File: config.mk
export PLATFORM = sky130hd
export DESIGN_NAME = sio_port
export DESIGN_NICKNAME = d
export VERILOG_FILES = /design/src/rtl/sio_pkg.sv /design/src/rtl/sio_sync.sv /design/src/rtl/sio_baudgen.sv /design/src/rtl/sio_tx.sv /design/src/rtl/sio_rx.sv /design/src/rtl/sio_port.sv
export SDC_FILE = /design/constraint.sdc
export NUM_CORES = 1
export LEC_CHECK = 0
export BUFFER_PORTS_ARGS = -buffer_cell sky130_fd_sc_hd__buf_2
export CAP_MARGIN = 40
export CORE_AREA = 2 2 92 138
export CTS_CLUSTER_DIAMETER = 100
export DETAILED_ROUTE_END_ITERATION = 6
export DIE_AREA = 0 0 94 140
export HOLD_SLACK_MARGIN = 0.03
export PLACE_DENSITY = 0.65
export SLEW_MARGIN = 15
export SYNTH_ARGS = -nofsm -noshare
export SYNTH_HDL_FRONTEND = slang
export SYNTH_SLANG_ARGS = --single-unit
export TNS_END_PERCENT = 5
File: constraint.sdc
create_clock -name clk -period 3.23 [get_ports clk]
set_clock_uncertainty 0.05 [all_clocks]
set_input_delay 0.4845 -clock clk [delete_from_list [all_inputs] [get_ports clk]]
set_output_delay 0.4845 -clock clk [all_outputs]
set_load 0.01 [all_outputs]
File: src/rtl/sio_pkg.sv
package sio_pkg;
    typedef enum logic [1:0] {
        SIO_SYNC        = 2'd0,
        SIO_ASYNC8      = 2'd1,
        SIO_ASYNC9_ADDR = 2'd2,
        SIO_ASYNC9      = 2'd3
    } sio_mode_e;

    localparam logic [1:0] REG_DATA = 2'd0;
    localparam logic [1:0] REG_CTRL = 2'd1;
    localparam logic [1:0] REG_STAT = 2'd2;
    localparam logic [1:0] REG_BAUD = 2'd3;
endpackage

File: src/rtl/sio_sync.sv
module sio_sync #(
    parameter int   STAGES = 2,
    parameter logic INIT   = 1'b1
) (
    input  logic clk,
    input  logic rst_n,
    input  logic d_i,
    output logic q_o
);
    logic [STAGES-1:0] pipe_d, pipe_q;

    always_comb begin
        pipe_d = {pipe_q[STAGES-2:0], d_i};
    end

    always_ff @(posedge clk or negedge rst_n) begin
        if (!rst_n) pipe_q <= {STAGES{INIT}};
        else        pipe_q <= pipe_d;
    end

    assign q_o = pipe_q[STAGES-1];
endmodule

File: src/rtl/sio_baudgen.sv
module sio_baudgen #(
    parameter int DIV_W       = 16,
    parameter int SYNC_STAGES = 2
) (
    input  logic             clk,
    input  logic             rst_n,
    input  logic [DIV_W-1:0] divisor_i,
    input  logic             ext_clk_i,
    output logic             tick_o
);
    localparam int CNT_W = DIV_W - 1;

    typedef struct packed {
        logic [CNT_W-1:0] cnt;
        logic             ext_prev;
    } bg_state_t;

    bg_state_t st_d, st_q;
    logic ext_s;
    logic step;

    sio_sync #(.STAGES(SYNC_STAGES), .INIT(1'b0)) u_ext_sync (
        .clk(clk), .rst_n(rst_n), .d_i(ext_clk_i), .q_o(ext_s)
    );

    always_comb begin
        st_d          = st_q;
        st_d.ext_prev = ext_s;
        step          = divisor_i[DIV_W-1] ? 1'b1 : (ext_s & ~st_q.ext_prev);
        tick_o        = 1'b0;
        if (step) begin
            if (st_q.cnt == '0) begin
                tick_o   = 1'b1;
                st_d.cnt = divisor_i[CNT_W-1:0];
            end else begin
                st_d.cnt = st_q.cnt - 1'b1;
            end
        end
    end

    always_ff @(posedge clk or negedge rst_n) begin
        if (!rst_n) st_q <= '0;
        else        st_q <= st_d;
    end
endmodule

File: src/rtl/sio_tx.sv
module sio_tx
    import sio_pkg::*;
#(
    parameter int OSR    = 8,
    parameter int DATA_W = 8
) (
    input  logic              clk,
    input  logic              rst_n,
    input  logic              tick_i,
    input  logic [1:0]        mode_i,
    input  logic              rx_en_i,
    input  logic              ninth_i,
    input  logic              start_i,
    input  logic [DATA_W-1:0] data_i,
    input  logic              rxd_i,
    output logic              txd_o,
    output logic              rxd_o,
    output logic              rxd_oe_o,
    output logic              busy_o,
    output logic              tx_done_o,
    output logic              sync_rx_done_o,
    output logic [DATA_W-1:0] shift_data_o
);
    localparam int SUB_W = $clog2(OSR);
    localparam int FR_W  = DATA_W + 2;
    localparam int CNT_W = $clog2(FR_W + 1);
    localparam logic [SUB_W-1:0] LAST_SUB = SUB_W'(OSR - 1);

    typedef enum logic [1:0] {T_IDLE, T_ASYNC, T_SYNC} tx_phase_e;

    typedef struct packed {
        tx_phase_e        phase;
        logic [FR_W-1:0]  shreg;
        logic [CNT_W-1:0] left;
        logic [SUB_W-1:0] sub;
        logic             txd;
        logic             rxd;
        logic             oe;
        logic             rx_dir;
        logic             done_tx;
        logic             done_rx;
    } tx_state_t;

    tx_state_t s_d, s_q;

    always_comb begin
        s_d         = s_q;
        s_d.done_tx = 1'b0;
        s_d.done_rx = 1'b0;
        case (s_q.phase)
            T_IDLE: begin
                if (start_i) begin
                    s_d.sub = '0;
                    if (mode_i == SIO_SYNC) begin
                        s_d.phase  = T_SYNC;
                        s_d.shreg  = {2'b11, data_i};
                        s_d.left   = CNT_W'(DATA_W);
                        s_d.rx_dir = rx_en_i;
                        s_d.oe     = ~rx_en_i;
                        s_d.txd    = 1'b1;
                    end else begin
                        s_d.phase = T_ASYNC;
                        s_d.txd   = 1'b0;
                        if (mode_i == SIO_ASYNC8) begin
                            s_d.shreg = {2'b11, data_i};
                            s_d.left  = CNT_W'(DATA_W + 1);
                        end else begin
                            s_d.shreg = {1'b1, ninth_i, data_i};
                            s_d.left  = CNT_W'(DATA_W + 2);
                        end
                    end
                end
            end
            T_ASYNC: begin
                if (tick_i) begin
                    s_d.sub = s_q.sub + 1'b1;
                    if (s_q.sub == LAST_SUB) begin
                        if (s_q.left == '0) begin
                            s_d.phase   = T_IDLE;
                            s_d.txd     = 1'b1;
                            s_d.done_tx = 1'b1;
                        end else begin
                            s_d.txd   = s_q.shreg[0];
                            s_d.shreg = {1'b1, s_q.shreg[FR_W-1:1]};
                            s_d.left  = s_q.left - 1'b1;
                        end
                    end
                end
            end
            T_SYNC: begin
                if (tick_i) begin
                    if (s_q.txd) begin
                        s_d.txd = 1'b0;
                        if (!s_q.rx_dir) s_d.rxd = s_q.shreg[0];
                    end else begin
                        s_d.txd   = 1'b1;
                        s_d.shreg = {s_q.shreg[FR_W-1:DATA_W], rxd_i, s_q.shreg[DATA_W-1:1]};
                        s_d.left  = s_q.left - 1'b1;
                        if (s_q.left == CNT_W'(1)) begin
                            s_d.phase   = T_IDLE;
                            s_d.oe      = 1'b0;
                            s_d.done_tx = ~s_q.rx_dir;
                            s_d.done_rx = s_q.rx_dir;
                        end
                    end
                end
            end
            default: s_d.phase = T_IDLE;
        endcase
    end

    always_ff @(posedge clk or negedge rst_n) begin
        if (!rst_n) begin
            s_q       <= '0;
            s_q.phase <= T_IDLE;
            s_q.txd   <= 1'b1;
            s_q.rxd   <= 1'b1;
        end else begin
            s_q <= s_d;
        end
    end

    assign txd_o          = s_q.txd;
    assign rxd_o          = s_q.rxd;
    assign rxd_oe_o       = s_q.oe;
    assign busy_o         = (s_q.phase != T_IDLE);
    assign tx_done_o      = s_q.done_tx;
    assign sync_rx_done_o = s_q.done_rx;
    assign shift_data_o   = s_q.shreg[DATA_W-1:0];
endmodule

File: src/rtl/sio_rx.sv
module sio_rx #(
    parameter int OSR    = 8,
    parameter int DATA_W = 8
) (
    input  logic              clk,
    input  logic              rst_n,
    input  logic              tick_i,
    input  logic              en_i,
    input  logic              nine_i,
    input  logic              rxd_i,
    output logic              done_o,
    output logic [DATA_W-1:0] data_o,
    output logic              bit9_o
);
    localparam int SUB_W = $clog2(OSR);
    localparam int CNT_W = $clog2(DATA_W + 2);
    localparam logic [SUB_W-1:0] LAST_SUB = SUB_W'(OSR - 1);
    localparam logic [SUB_W-1:0] MID_SUB  = SUB_W'(OSR / 2 - 1);

    typedef enum logic [1:0] {R_IDLE, R_START, R_DATA, R_STOP} rx_phase_e;

    typedef struct packed {
        rx_phase_e        phase;
        logic [SUB_W-1:0] sub;
        logic [CNT_W-1:0] cnt;
        logic [DATA_W:0]  shreg;
        logic             done;
    } rx_state_t;

    rx_state_t s_d, s_q;
    logic [CNT_W-1:0] last_cnt;

    always_comb begin
        last_cnt = nine_i ? CNT_W'(DATA_W) : CNT_W'(DATA_W - 1);
        s_d      = s_q;
        s_d.done = 1'b0;
        if (!en_i) begin
            s_d.phase = R_IDLE;
        end else begin
            case (s_q.phase)
                R_IDLE: begin
                    if (tick_i && !rxd_i) begin
                        s_d.phase = R_START;
                        s_d.sub   = '0;
                    end
                end
                R_START: begin
                    if (tick_i) begin
                        s_d.sub = s_q.sub + 1'b1;
                        if (s_q.sub == MID_SUB) begin
                            if (rxd_i) begin
                                s_d.phase = R_IDLE;
                            end else begin
                                s_d.phase = R_DATA;
                                s_d.sub   = '0;
                                s_d.cnt   = '0;
                            end
                        end
                    end
                end
                R_DATA: begin
                    if (tick_i) begin
                        s_d.sub = s_q.sub + 1'b1;
                        if (s_q.sub == LAST_SUB) begin
                            s_d.shreg = {rxd_i, s_q.shreg[DATA_W:1]};
                            s_d.cnt   = s_q.cnt + 1'b1;
                            if (s_q.cnt == last_cnt) s_d.phase = R_STOP;
                        end
                    end
                end
                R_STOP: begin
                    if (tick_i) begin
                        s_d.sub = s_q.sub + 1'b1;
                        if (s_q.sub == LAST_SUB) begin
                            s_d.done  = 1'b1;
                            s_d.phase = R_IDLE;
                        end
                    end
                end
                default: s_d.phase = R_IDLE;
            endcase
        end
    end

    always_ff @(posedge clk or negedge rst_n) begin
        if (!rst_n) begin
            s_q       <= '0;
            s_q.phase <= R_IDLE;
        end else begin
            s_q <= s_d;
        end
    end

    assign done_o = s_q.done;
    assign data_o = nine_i ? s_q.shreg[DATA_W-1:0] : s_q.shreg[DATA_W:1];
    assign bit9_o = nine_i & s_q.shreg[DATA_W];
endmodule

File: src/rtl/sio_port.sv
module sio_port
    import sio_pkg::*;
#(
    parameter int DIV_W       = 16,
    parameter int OSR         = 8,
    parameter int SYNC_STAGES = 2
) (
    input  logic       clk,
    input  logic       rst_n,
    input  logic [1:0] reg_addr_i,
    input  logic       reg_wr_i,
    input  logic       reg_rd_i,
    input  logic [7:0] reg_wdata_i,
    output logic [7:0] reg_rdata_o,
    input  logic       ext_clk_i,
    input  logic       rxd_i,
    output logic       txd_o,
    output logic       rxd_o,
    output logic       rxd_oe_o,
    output logic       tx_irq_o,
    output logic       rx_irq_o
);
    localparam int BYTE_W = 8;
    localparam int HI_W   = DIV_W - BYTE_W;

    typedef struct packed {
        logic [1:0]        mode;
        logic              rx_en;
        logic              tb8;
        logic [DIV_W-1:0]  baud;
        logic              baud_hi;
        logic [BYTE_W-1:0] rx_buf;
        logic              rx_flag;
        logic              tx_flag;
        logic              rb8;
    } port_state_t;

    port_state_t r_d, r_q;

    logic              rxd_s;
    logic              tick;
    logic              tx_busy, tx_done, sync_rx_done;
    logic [BYTE_W-1:0] sync_rx_data;
    logic              arx_done, arx_bit9;
    logic [BYTE_W-1:0] arx_data;
    logic              arx_accept, rx_drop, rx_set;
    logic              stat_rd, baud_wr, tx_start;
    logic              baud_ptr;
    logic [BYTE_W-1:0] rx_buf;

    sio_sync #(.STAGES(SYNC_STAGES), .INIT(1'b1)) u_rxd_sync (
        .clk(clk), .rst_n(rst_n), .d_i(rxd_i), .q_o(rxd_s)
    );

    sio_baudgen #(.DIV_W(DIV_W), .SYNC_STAGES(SYNC_STAGES)) u_baud (
        .clk(clk), .rst_n(rst_n), .divisor_i(r_q.baud),
        .ext_clk_i(ext_clk_i), .tick_o(tick)
    );

    sio_tx #(.OSR(OSR), .DATA_W(BYTE_W)) u_tx (
        .clk(clk), .rst_n(rst_n), .tick_i(tick), .mode_i(r_q.mode),
        .rx_en_i(r_q.rx_en), .ninth_i(r_q.tb8), .start_i(tx_start),
        .data_i(reg_wdata_i), .rxd_i(rxd_s), .txd_o(txd_o), .rxd_o(rxd_o),
        .rxd_oe_o(rxd_oe_o), .busy_o(tx_busy), .tx_done_o(tx_done),
        .sync_rx_done_o(sync_rx_done), .shift_data_o(sync_rx_data)
    );

    sio_rx #(.OSR(OSR), .DATA_W(BYTE_W)) u_rx (
        .clk(clk), .rst_n(rst_n), .tick_i(tick),
        .en_i(r_q.rx_en && (r_q.mode != SIO_SYNC)), .nine_i(r_q.mode[1]),
        .rxd_i(rxd_s), .done_o(arx_done), .data_o(arx_data), .bit9_o(arx_bit9)
    );

    always_comb begin
        stat_rd    = reg_rd_i && (reg_addr_i == REG_STAT);
        baud_wr    = reg_wr_i && (reg_addr_i == REG_BAUD);
        tx_start   = reg_wr_i && (reg_addr_i == REG_DATA) && !tx_busy;
        arx_accept = arx_done && ((r_q.mode != SIO_ASYNC9_ADDR) || arx_bit9);
        rx_drop    = arx_done && !arx_accept;
        rx_set     = arx_accept || sync_rx_done;

        r_d = r_q;
        if (reg_wr_i && (reg_addr_i == REG_CTRL)) begin
            r_d.mode  = reg_wdata_i[1:0];
            r_d.rx_en = reg_wdata_i[2];
            r_d.tb8   = reg_wdata_i[3];
        end
        if (baud_wr) begin
            if (r_q.baud_hi) r_d.baud[DIV_W-1:BYTE_W] = reg_wdata_i[HI_W-1:0];
            else             r_d.baud[BYTE_W-1:0]     = reg_wdata_i;
            r_d.baud_hi = ~r_q.baud_hi;
        end
        if (stat_rd) begin
            r_d.rx_flag = 1'b0;
            r_d.tx_flag = 1'b0;
        end
        if (tx_done) r_d.tx_flag = 1'b1;
        if (sync_rx_done) begin
            r_d.rx_buf  = sync_rx_data;
            r_d.rb8     = 1'b0;
            r_d.rx_flag = 1'b1;
        end
        if (arx_accept) begin
            r_d.rx_buf  = arx_data;
            r_d.rb8     = arx_bit9;
            r_d.rx_flag = 1'b1;
        end

        case (reg_addr_i)
            REG_DATA: reg_rdata_o = r_q.rx_buf;
            REG_CTRL: reg_rdata_o = {4'b0, r_q.tb8, r_q.rx_en, r_q.mode};
            REG_STAT: reg_rdata_o = {4'b0, tx_busy, r_q.rb8, r_q.tx_flag, r_q.rx_flag};
            default:  reg_rdata_o = r_q.baud[BYTE_W-1:0];
        endcase
    end

    always_ff @(posedge clk or negedge rst_n) begin
        if (!rst_n) r_q <= '0;
        else        r_q <= r_d;
    end

    assign tx_irq_o = r_q.tx_flag;
    assign rx_irq_o = r_q.rx_flag;
    assign baud_ptr = r_q.baud_hi;
    assign rx_buf   = r_q.rx_buf;
endmodule

==> run summary, run 1 <==
largest area contributor in the netlist: dfrtp_1
DRT antenna net count: 0
Clock Sinks: 96
share of layout cells above drive strength 1: 0.1832
Critical Path AT: 2.72 ns
CP Max Fanout: 12
pwr dens: 570.4 nW/um2
CTS Root Cell: clkbuf_16
initial antenna violation count: 0
number of synthesized flops with an enable pin: 0
Core Area: 11960 um2
Port Buffers: 28
Fillers: 1133
CTS tree: yes
Rel. slew slack: 0.4340
Setup Fix Bufs, Post-CTS: 0
CTS Buffer Depth: 2
routed via count: 3963
Inserted Diodes: 0
Global Route Usage Sum: 0.1938
Synth top area share: 0.4548
final hold violation count: 0
vias in the first global route: 3935
setup TNS: 0 ns
#FFs+latches synth: 96
WL/cell: 17.54 um
clk_lat worst skew: 0.35 ns
TritonCTS buffer count: 9
initial core utilization: 0.4234
HP Class: in -> async
first-pass GRT wire length: 19900 um
Placer Congestion: 0.9054
cell area after synthesis: 5062 um2
maximum clock frequency: 393.5 MHz
Cells after Synth: 520
crit path launch type: register
most frequent cell after synthesis: dfrtp_1
CP Data Required Time: 3.40 ns
drt total wl: 12260 um
gr ovfl total: 0
Synth cell types: 58
Syn Area/Cell: 9.735 um2
RSZ-0062 raised after global routing: false
Remaining DRCs: 0
Ys Warns: 0
DIE HEIGHT: 140 um
Leak: 0.002569 uW
Post-synth ARST share: 1.000
VDD IR-drop max: 357.3 uV
Top Ports: 29
register area share after synthesis: 0.4755
Synth area leaders: dfrtp_1, o21ai_0, mux2_2
CP endpoint kind: register
Final Max Tran Viols: 0
Least-Margin Pin Slew: 0.8472 ns
Maximum Capacitance Violations: 0
top cells by count, synth: dfrtp_1, nand2_1, o21ai_0
pin count of the biggest net entering global routing: 45
die width: 94 um
Tcrit/Tclk final: 0.7869
drt pass-1 iters: 5
post-DP HPWL: 9099 um
status: completed
Final Critical Period: 2.542 ns
clock-pin slew on the worst setup and hold paths: 0.07 ns
Synth Flop Type: dfrtp_1
CTS resizes: 0
htree depth: 3
Area growth syn-to-layout: 11.02%
syn nets: 551
Via-to-Cell Ratio: 5.670
endpoints failing setup: 0
Row Count: 49
die area: 13160 um2
worst setup path category: reg -> reg
# hold bufs at CTS: 0
Iter 0 DRT Violations: 272
Layout Nets: 572
Pwr Total: 3206 uW
layer usage:
layer	routed length, um	up-vias	track usage
li1	-	1890	-
met1	4974	1935	0.2405
met2	6341	112	0.3248
met3	436	26	0.02959
met4	505	0	0.09687
met5	0	-	0
worst max-delay path, stage by stage, from the launching register on:
cell     delay [ns]
dfrtp_1        0.45
nor4_1         0.41
nand4_1        0.44
o31ai_1        0.44
nand3_1        0.11
buf_4          0.22
mux2_2         0.29
layout by cell type (no fill, tap or decap), types with 14 or more instances in the layout:
master and instances:
mux2i_1 14, nand2_1 68, buf_2 27, a21oi_1 22
nand3_1 14, nor2_1 24, nor3_1 14, dfrtp_1 92
inv_1 30, o21ai_0 63, ha_1 15, mux2_2 24
final timing paths:
path                                            from              endpoint  slack, ns  depth (start not counted)
worst max-delay path                 u_baud.st_q[12]           u_tx.s_q[9]       0.69                          6
worst min-delay path                           rst_n          u_rx.s_q[17]       0.08                          1
worst max register to register       u_baud.st_q[12]           u_tx.s_q[9]       0.69                          6
worst min register to register  u_rxd_sync.pipe_q[0]  u_rxd_sync.pipe_q[1]       0.31                          0
max in group asynchronous                      rst_n            u_tx.txd_o       2.27                          2
min in group clk                               rxd_i  u_rxd_sync.pipe_q[0]       0.18                          1
metrics by stage:
stage          worst slack, ns  hold slack, ns  instances    util  cell area [um2]
4_1_cts                 0.7057         0.09291        699  0.4701             5620
3_3_place_gp            0.7767          0.2891        683  0.4462             5334
3_5_place_dp            0.7213          0.2949        683  0.4462             5334
6_report                0.6885         0.07648        699  0.4701             5620
2_1_floorplan           0.8272          0.1389        520       -             5062
5_1_grt                 0.5325          0.1272        699  0.4701             5620
state kept, by name, indices dropped and copies added, names as in the netlist, 2 cells and up:
name                      cells
r_q                          21
rx_buf                        8
u_baud.st_q                  16
u_baud.u_ext_sync.pipe_q      2
u_rx.s_q                     18
u_rxd_sync.pipe_q             2
u_tx.s_q                     12
u_tx.shift_data_o             8
cells by family (layout without fill, tap and decap cells):
family          Yosys count  in the layout  synth area share
compound gates          137            137            0.1668
buf+inv                  58             84           0.04943
fa+ha+maj                15             15           0.03707
mux                      43             43            0.1018
xor+xnor                  1              1          0.001730
flops                    96             96            0.4755
simple gates            170            170            0.1676
final cells by class:
class | count | area (um2) | share of cell area
clock buffers | 9 | 225.2 | 0.04007
flip-flops and latches | 96 | 2407 | 0.4283
multi-input cells | 366 | 2405 | 0.4279
inverters | 30 | 112.6 | 0.02004
well taps | 153 | 191.4 | 0.03406
repair buffers | 38 | 217.7 | 0.03874
clock inverters | 7 | 61.31 | 0.01091
where the power goes:
part | leakage [uW] | total, uW | switching, uW | internal (uW)
sequential | 0.00125 | 1600 | 223 | 1380
combinational | 0.00118 | 565 | 327 | 238
clock | 0.000141 | 1040 | 497 | 540
Note: power is estimated with default switching activity, not from simulation.
==> run 2: changes to the inputs <==
--- a/config.mk
+++ b/config.mk
@@ -12,7 +12,7 @@
 export DETAILED_ROUTE_END_ITERATION = 6
 export DIE_AREA = 0 0 94 140
 export HOLD_SLACK_MARGIN = 0.03
-export PLACE_DENSITY = 0.65
+export PLACE_DENSITY = 0.67
 export SLEW_MARGIN = 15
 export SYNTH_ARGS = -nofsm -noshare
 export SYNTH_HDL_FRONTEND = slang
==> constraint.sdc (replaced) <==
create_clock -name clk -period 2.25 [get_ports clk]
set_clock_uncertainty 0.05 [all_clocks]
set_input_delay 0.3375 -clock clk [delete_from_list [all_inputs] [get_ports clk]]
set_output_delay 0.3375 -clock clk [all_outputs]
set_load 0.01 [all_outputs]
==> run 2 against run 1 <==
The flow now finishes with violations (negative setup slack); first-iteration DRC count down 3.3%; global-route usage up 1.7 points; critical path type unchanged; die area unchanged; sequential power up 42%; via count up 4.5%; setup slack worse by 0.77 ns; non-clock buffer count up 45; largest power group unchanged; routed wire length up 5.3%; register-to-register slack worse by 0.77 ns.
==> run summary, run 2 (synthesis results as in run 1) <==
status: finished, violations left (was completed)
violations in the final reports: negative setup slack
Clock Sinks: 96 (unchanged)
CP Data Required Time: 2.43 ns (was 3.40 ns)
Top Ports: 29 (unchanged)
Reg2Reg Depth: 7 (was 6)
share of layout cells above drive strength 1: 0.2640 (was 0.1832)
crit path launch type: register (unchanged)
Leak: 0.002811 uW (was 0.002569 uW)
initial core utilization: 0.4234 (unchanged)
TritonCTS buffer count: 9 (unchanged)
Buffers & Inverters on Critical Path: 1 (unchanged)
HP Class: in -> reg (was in -> async)
CP Max Fanout: 3 (was 12)
CP max stage cell: or4_4 (was dfrtp_1)
post-DP HPWL: 9812 um (was 9099 um)
Global Route Usage Sum: 0.2105 (was 0.1938)
die width: 94 um (unchanged)
Worst setup startpoint: u_baud.st_q[2] (was u_baud.st_q[12])
Port Buffers: 28 (unchanged)
Final WS setup: -0.08636 ns (was 0.6885 ns)
HP Start: ext_clk_i
VDD IR-drop max: 385.2 uV (was 357.3 uV)
clock-pin slew on the worst setup and hold paths: 0.07 ns (about the same)
Metal-1 WL: 5075 um (was 4974 um)
die area: 13160 um2 (unchanged)
area of the multi-input gates: 2466 um2 (was 2405 um2)
maximum clock frequency: 428.0 MHz (was 393.5 MHz)
Reg2Reg Capture Point: u_tx.s_q[24] (was u_tx.s_q[9])
Register Area: 2407 um2 (unchanged)
setup TNS: -0.2104 ns (was 0 ns)
RSZ-0062 raised after global routing: true (was false)
endpoints failing setup: 5 (was 0)
kind of cell adding the most delay to the critical path: simple AND/OR/NAND/NOR gates (unchanged)
Hold Path Depth: 1
Pwr Total: 4968 uW (was 3206 uW)
vias in the first global route: 4298 (was 3935)
final hold violation count: 0 (unchanged)
CP endpoint kind: register (unchanged)
routed via count: 4142 (was 3963)
pin count of the biggest net entering global routing: 38 (was 45)
R2R Setup Slk: -0.09 ns (was 0.69 ns)
WHS: 0.04251 ns (was 0.07648 ns)
Fillers: 1086 (was 1133)
Layout Nets: 617 (was 572)
pwr dens: 817.4 nW/um2 (was 570.4 nW/um2)
first-pass GRT wire length: 21380 um (was 19900 um)
Inserted Diodes: 0 (unchanged)
WL/cell: 17.35 um (was 17.54 um)
Final Max Tran Viols: 0 (unchanged)
CP peak stage delay: 0.55 ns (was 0.45 ns)
max reg flops: 21 (unchanged)
Critical Path, Cell by Cell: inv_2 > ha_4 > or3b_4 > or4_4 > o31ai_4 > o21ai_2 > mux2_4 (was nor4_1 > nand4_1 > o31ai_1 > nand3_1 > buf_4 > mux2_2)
top sig layer: met4 (unchanged)
Setup Fix Bufs, Post-CTS: 0 (unchanged)
Worst R2R Start: u_baud.st_q[2] (was u_baud.st_q[12])
Final Critical Period: 2.336 ns (was 2.542 ns)
Largest Register: r_q (unchanged)
DRT antenna net count: 0 (unchanged)
Iter 0 DRT Violations: 263 (was 272)
CTS Root Cell: clkbuf_16 (unchanged)
Rel. slew slack: 0.6268 (was 0.4340)
Remaining DRCs: 0 (unchanged)
Maximum Capacitance Violations: 0 (unchanged)
CTS tree: yes (unchanged)
Via-to-Cell Ratio: 5.567 (was 5.670)
CTS Buffer Depth: 2 (unchanged)
Least-Margin Pin Slew: 0.5598 ns (was 0.8472 ns)
Worst Hold End: u_baud.u_ext_sync.pipe_q[0]
DR WL met2: 6691 um (was 6341 um)
Tcrit/Tclk final: 1.038 (was 0.7869)
met3 WL: 475 um (was 436 um)
largest registers: r_q (21), u_rx.s_q (18), u_baud.st_q (16) (unchanged)
Row Count: 49 (unchanged)
Core Area: 11960 um2 (unchanged)
gr ovfl total: 0 (unchanged)
Placer Congestion: 0.8890 (was 0.9054)
commonest non-fill, non-tap cell in the layout: dfrtp_1 (unchanged)
DIE HEIGHT: 140 um (unchanged)
initial antenna violation count: 0 (unchanged)
most frequent cells in the layout: dfrtp_1, nand2_1, o21ai_0 (unchanged)
worst setup path category: reg -> reg (unchanged)
drt pass-1 iters: 4 (was 5)
clk_lat worst skew: 0.35 ns (about the same)
htree depth: 3 (unchanged)
Area growth syn-to-layout: 20.07% (was 11.02%)
drt total wl: 12910 um (was 12260 um)
Critical Path AT: 2.52 ns (was 2.72 ns)
run 2: changes by cell type in the layout (fill, tap and decap cells not counted), moves of 2 or more:
cell,change
inv_1,-3
nor4_1,-3
nand2_1,-2
buf_12,+2
dlygate4sd3_1,+2
inv_2,+3
inv_8,-2
nor4_2,+3
o31ai_1,-2
nand2_2,+2
buf_4,+40
run 2: worst max-delay path by stage:
| stage | end | slack (ns) | depth (start not counted) |
|---|---|---|---|
| 2_1_floorplan | u_tx.s_q[24] | -0.05 | 7 |
| 3_3_place_gp | u_tx.s_q[24] | -0.06 | 7 |
| 3_5_place_dp | u_tx.s_q[24] | -0.1 | 7 |
| 4_1_cts | u_tx.s_q[24] | -0.08 | 7 |
| 5_1_grt | u_tx.s_q[24] | -0.13 | 7 |
| 6_report | u_tx.s_q[24] | -0.09 | 7 |
run 2: final cells by class:
class / instances / share of cell area
clock buffers: 10 / 0.03932
clock inverters: 6 / 0.01194
inverters: 30 / 0.01853
multi-input cells: 366 / 0.4057
flip-flops and latches: 96 / 0.3960
well taps: 153 / 0.03149
repair buffers: 83 / 0.09695
run 2: layer usage:
metal  GRT usage  up-vias
li1            -     1987
met1      0.2469     2023
met2      0.3541      100
met3     0.03281       32
met4      0.1327        0
met5           0        -
run 2: stage by stage:
| step | cells | setup slack (ns) | util | area [um2] |
|---|---|---|---|---|
| 6_report | 744 | -0.08636 | 0.5084 | 6078 |
| 5_1_grt | 744 | -0.1321 | 0.5084 | 6078 |
| 3_3_place_gp | 726 | -0.05766 | 0.4757 | 5687 |
| 4_1_cts | 744 | -0.08427 | 0.5053 | 6041 |
| 3_5_place_dp | 726 | -0.09542 | 0.4757 | 5687 |
| 2_1_floorplan | 520 | -0.04922 | - | 5067 |
run 2: worst register-to-register path: cells and delay by family (launching register included):
kind                       cells  cell delay [ns]
and+or+nand+nor                2             0.91
DFF                            1             0.39
AOI/OAI and AO/OA              2             0.35
muxes                          1             0.31
adders and majority gates      1             0.13
buffers and inverters          1             0.08
run 2: power breakdown:
group          leakage [uW]  switching (uW)  internal, uW
clock              0.000150             673           905
sequential          0.00125             287          1980
combinational       0.00141             584           534
run 2: what timing repair did:
action                                 4_1_cts  5_1_grt
hold buffers                                 2        0
endpoints found under the hold margin       30        0
gates cloned                                 0        0
setup endpoints to repair                   16       21
gates resized for setup                      6       10
pin swaps                                    1        0
==> run 3: changes to the inputs <==
--- a/config.mk
+++ b/config.mk
@@ -5,14 +5,14 @@
 export SDC_FILE = /design/constraint.sdc
 export NUM_CORES = 1
 export LEC_CHECK = 0
-export BUFFER_PORTS_ARGS = -buffer_cell sky130_fd_sc_hd__buf_2
 export CAP_MARGIN = 40
 export CORE_AREA = 2 2 92 138
 export CTS_CLUSTER_DIAMETER = 100
 export DETAILED_ROUTE_END_ITERATION = 6
 export DIE_AREA = 0 0 94 140
+export DONT_BUFFER_PORTS = 1
 export HOLD_SLACK_MARGIN = 0.03
-export PLACE_DENSITY = 0.67
+export PLACE_DENSITY = 0.65
 export SLEW_MARGIN = 15
 export SYNTH_ARGS = -nofsm -noshare
 export SYNTH_HDL_FRONTEND = slang
==> constraint.sdc (replaced) <==
create_clock -name clk -period 2.25 [get_ports clk]
set_clock_uncertainty 0.05 [all_clocks]
set_input_delay 0 -clock clk [delete_from_list [all_inputs] [get_ports clk]]
set_output_delay 0 -clock clk [all_outputs]
set_load 0.01 [all_outputs]
==> run 3 against run 2 <==
The flow finishes with violations (negative hold slack, negative setup slack); highest routed layer unchanged; sequential share of layout area up 0.20 points; largest cell class unchanged; sequential cell count unchanged; first-iteration DRC count increased by 24%; via count decreased by 2.3%; global-route usage shrank 0.30 points; critical endpoint is now u_tx.s_q[12].
==> run summary, run 3 (synthesis results as in run 1) <==
status: finished, violations left (unchanged)
violations in the final reports: negative hold slack, negative setup slack (was negative setup slack)
WL/cell: 17.55 um (was 17.35 um)
Maximum Capacitance Violations: 0 (unchanged)
die area: 13160 um2 (unchanged)
routed via count: 4046 (was 4142)
vias in the first global route: 4101 (was 4298)
Tcrit/Tclk final: 1.041 (was 1.038)
Worst setup startpoint: u_baud.st_q[8] (was u_baud.st_q[2])
first-pass GRT wire length: 21000 um (was 21380 um)
post-DP HPWL: 9268 um (was 9812 um)
Worst R2R Start: u_baud.st_q[8] (was u_baud.st_q[2])
Core Area: 11960 um2 (unchanged)
Rel. slew slack: 0.6173 (was 0.6268)
DR WL met2: 6714 um (was 6691 um)
sequential fraction of design power: 0.453 (was 0.457)
Area growth syn-to-layout: 19.45% (was 20.07%)
initial core utilization: 0.4234 (unchanged)
commonest non-fill, non-tap cell in the layout: dfrtp_1 (unchanged)
Least-Margin Pin Slew: 0.5741 ns (was 0.5598 ns)
CP most frequent cell: or4_4
Layout Nets: 603 (was 617)
max reg flops: 21 (unchanged)
clock power share: 0.303 (was 0.318)
Placer Congestion: 0.8952 (was 0.8890)
CP Data Required Time: 2.42 ns (was 2.43 ns)
die width: 94 um (unchanged)
Largest Register: r_q (unchanged)
CP endpoint kind: register (unchanged)
Cell Count Post-Placement: 699 (was 726)
Setup Fix Bufs, Post-CTS: 0 (unchanged)
# hold bufs at CTS: 15 (was 2)
htree depth: 3 (unchanged)
final hold violation count: 96 (was 0)
largest registers: r_q (21), u_rx.s_q (18), u_baud.st_q (16) (unchanged)
gr ovfl total: 0 (unchanged)
Final Critical Period: 2.343 ns (was 2.336 ns)
Iter 0 DRT Violations: 326 (was 263)
Leak: 0.002738 uW (was 0.002811 uW)
CTS Root Cell: clkbuf_16 (unchanged)
Final WS setup: -0.09265 ns (was -0.08636 ns)
NetSw: 1561 uW (was 1545 uW)
Metal-1 WL: 5175 um (was 5075 um)
Fillers: 1063 (was 1086)
CP peak stage delay: 0.54 ns (was 0.55 ns)
combinational share of power: 0.244 (was 0.225)
CP max stage cell: or4_4 (unchanged)
drt pass-1 iters: 5 (was 4)
Critical Path, Cell by Cell: buf_6 > or4_4 > or4_4 > o31ai_4 > buf_4 > o21a_1 > o221ai_1 (was inv_2 > ha_4 > or3b_4 > or4_4 > o31ai_4 > o21ai_2 > mux2_4)
share of layout cells above drive strength 1: 0.2218 (was 0.2640)
fin cells: 731 (was 744)
pwr dens: 817.5 nW/um2 (was 817.4 nW/um2)
Final Max Tran Viols: 0 (unchanged)
crit path launch type: register (unchanged)
endpoints failing setup: 7 (was 5)
TritonCTS buffer count: 9 (unchanged)
Port Buffers: 0 (was 28)
VDD IR-drop max: 527.4 uV (was 385.2 uV)
Pwr Total: 4944 uW (was 4968 uW)
Remaining DRCs: 0 (unchanged)
Top Ports: 29 (unchanged)
kind of cell adding the most delay to the critical path: simple AND/OR/NAND/NOR gates (unchanged)
Int Power: 3383 uW (was 3423 uW)
WHS: -0.7040 ns (was 0.04251 ns)
CTS Buffer Depth: 2 (unchanged)
clk_lat worst skew: 0.35 ns (about the same)
Global Route Usage Sum: 0.2075 (was 0.2105)
drt total wl: 12830 um (was 12910 um)
Clock Sinks: 96 (unchanged)
HP Class: in -> async (was in -> reg)
worst setup path category: reg -> reg (unchanged)
met3 WL: 436 um (was 475 um)
initial antenna violation count: 0 (unchanged)
CTS tree: yes (unchanged)
maximum clock frequency: 426.9 MHz (was 428.0 MHz)
Setup WS pre-CTS: -0.1037 ns (was -0.09542 ns)
Row Count: 49 (unchanged)
Buffers & Inverters on Critical Path: 2 (was 1)
DRT antenna net count: 0 (unchanged)
top sig layer: met4 (unchanged)
DIE HEIGHT: 140 um (unchanged)
pin count of the biggest net entering global routing: 97 (was 38)
Register Area: 2407 um2 (unchanged)
most frequent cells in the layout: dfrtp_1, nand2_1, o21ai_0 (unchanged)
Via-to-Cell Ratio: 5.535 (was 5.567)
clock-pin slew on the worst setup and hold paths: 0.07 ns (about the same)
CP Max Fanout: 3 (unchanged)
Critical Path AT: 2.51 ns (was 2.52 ns)
Switching Fraction: 0.3157 (was 0.3110)
RSZ-0062 raised after global routing: true (unchanged)
area of the multi-input gates: 2465 um2 (was 2466 um2)
## run 3: changes by cell type in the layout (fill, tap and decap cells not counted), moves of 2 or more
cell / previous run / this run
clkinv_2: 0 / 2
buf_2: 27 / 0
dlygate4sd3_1: 2 / 15
inv_8: 0 / 2
buf_6: 1 / 3
inv_6: 3 / 1
## run 3: power groups by stage
stage	clock, uW	sequential (uW)	combinational (uW)
floorplan	0	2190	630
global placement	0	2230	1090
detailed placement	0	2240	1120
CTS	1520	2230	1170
global route	1610	2260	1340
finish	1500	2240	1210
## run 3: final cells by class
class / instances / area share
antenna: 1 / 0.0004138
tap: 153 / 0.03166
timing repair buffer: 69 / 0.09580
clock buffer: 10 / 0.03952
sequential: 96 / 0.3981
multi-input combinational: 366 / 0.4076
inverter: 30 / 0.01862
clock inverter: 6 / 0.008276
## run 3: worst paths after layout
path / endpoint / cells past startpoint / slack, ns
setup / recovery: u_tx.s_q[12] / 7 / -0.09
hold / removal: u_rx.s_q[2] / 0 / -0.70
setup reg to reg: u_tx.s_q[12] / 7 / -0.09
hold reg to reg: u_baud.u_ext_sync.pipe_q[1] / 0 / 0.31
max in group asynchronous: u_tx.rxd_o / 0 / 2.67
min in group clk: baud_ptr / 4 / 0.06
## run 3: worst register-to-register path, stage by stage (launching register included)
cell and delay [ns]:
dfrtp_1 0.41, buf_6 0.13, or4_4 0.55, or4_4 0.46, o31ai_4 0.24, buf_4 0.17
o21a_1 0.10, o221ai_1 0.11
## run 3: timing repair
item	4_1_cts	5_1_grt
endpoints found under the hold margin	131	96
resized for setup	10	7
gates cloned	0	0
pin swaps	1	0
endpoints found under the setup margin	29	29
## run 3: layer usage
metal | GRT usage | vias to the layer above
met5 | 0 | -
met4 | 0.1045 | 0
met3 | 0.03174 | 29
met2 | 0.3571 | 85
met1 | 0.2484 | 1966
li1 | - | 1966
## run 3: stage by stage
step                      hold slack [ns]  instance area (um2)  setup TNS, ns    util
after floorplan                   -0.3456                 5067       -0.06088       -
after CTS                         -0.7147                 6021        -0.3001  0.5036
after global placement            -0.3409                 5539        -0.4428  0.4633
after detailed placement          -0.3413                 5539        -0.9959  0.4633
after global routing              -0.7238                 6045         -1.674  0.5056
final                             -0.7040                 6047        -0.3292  0.5058
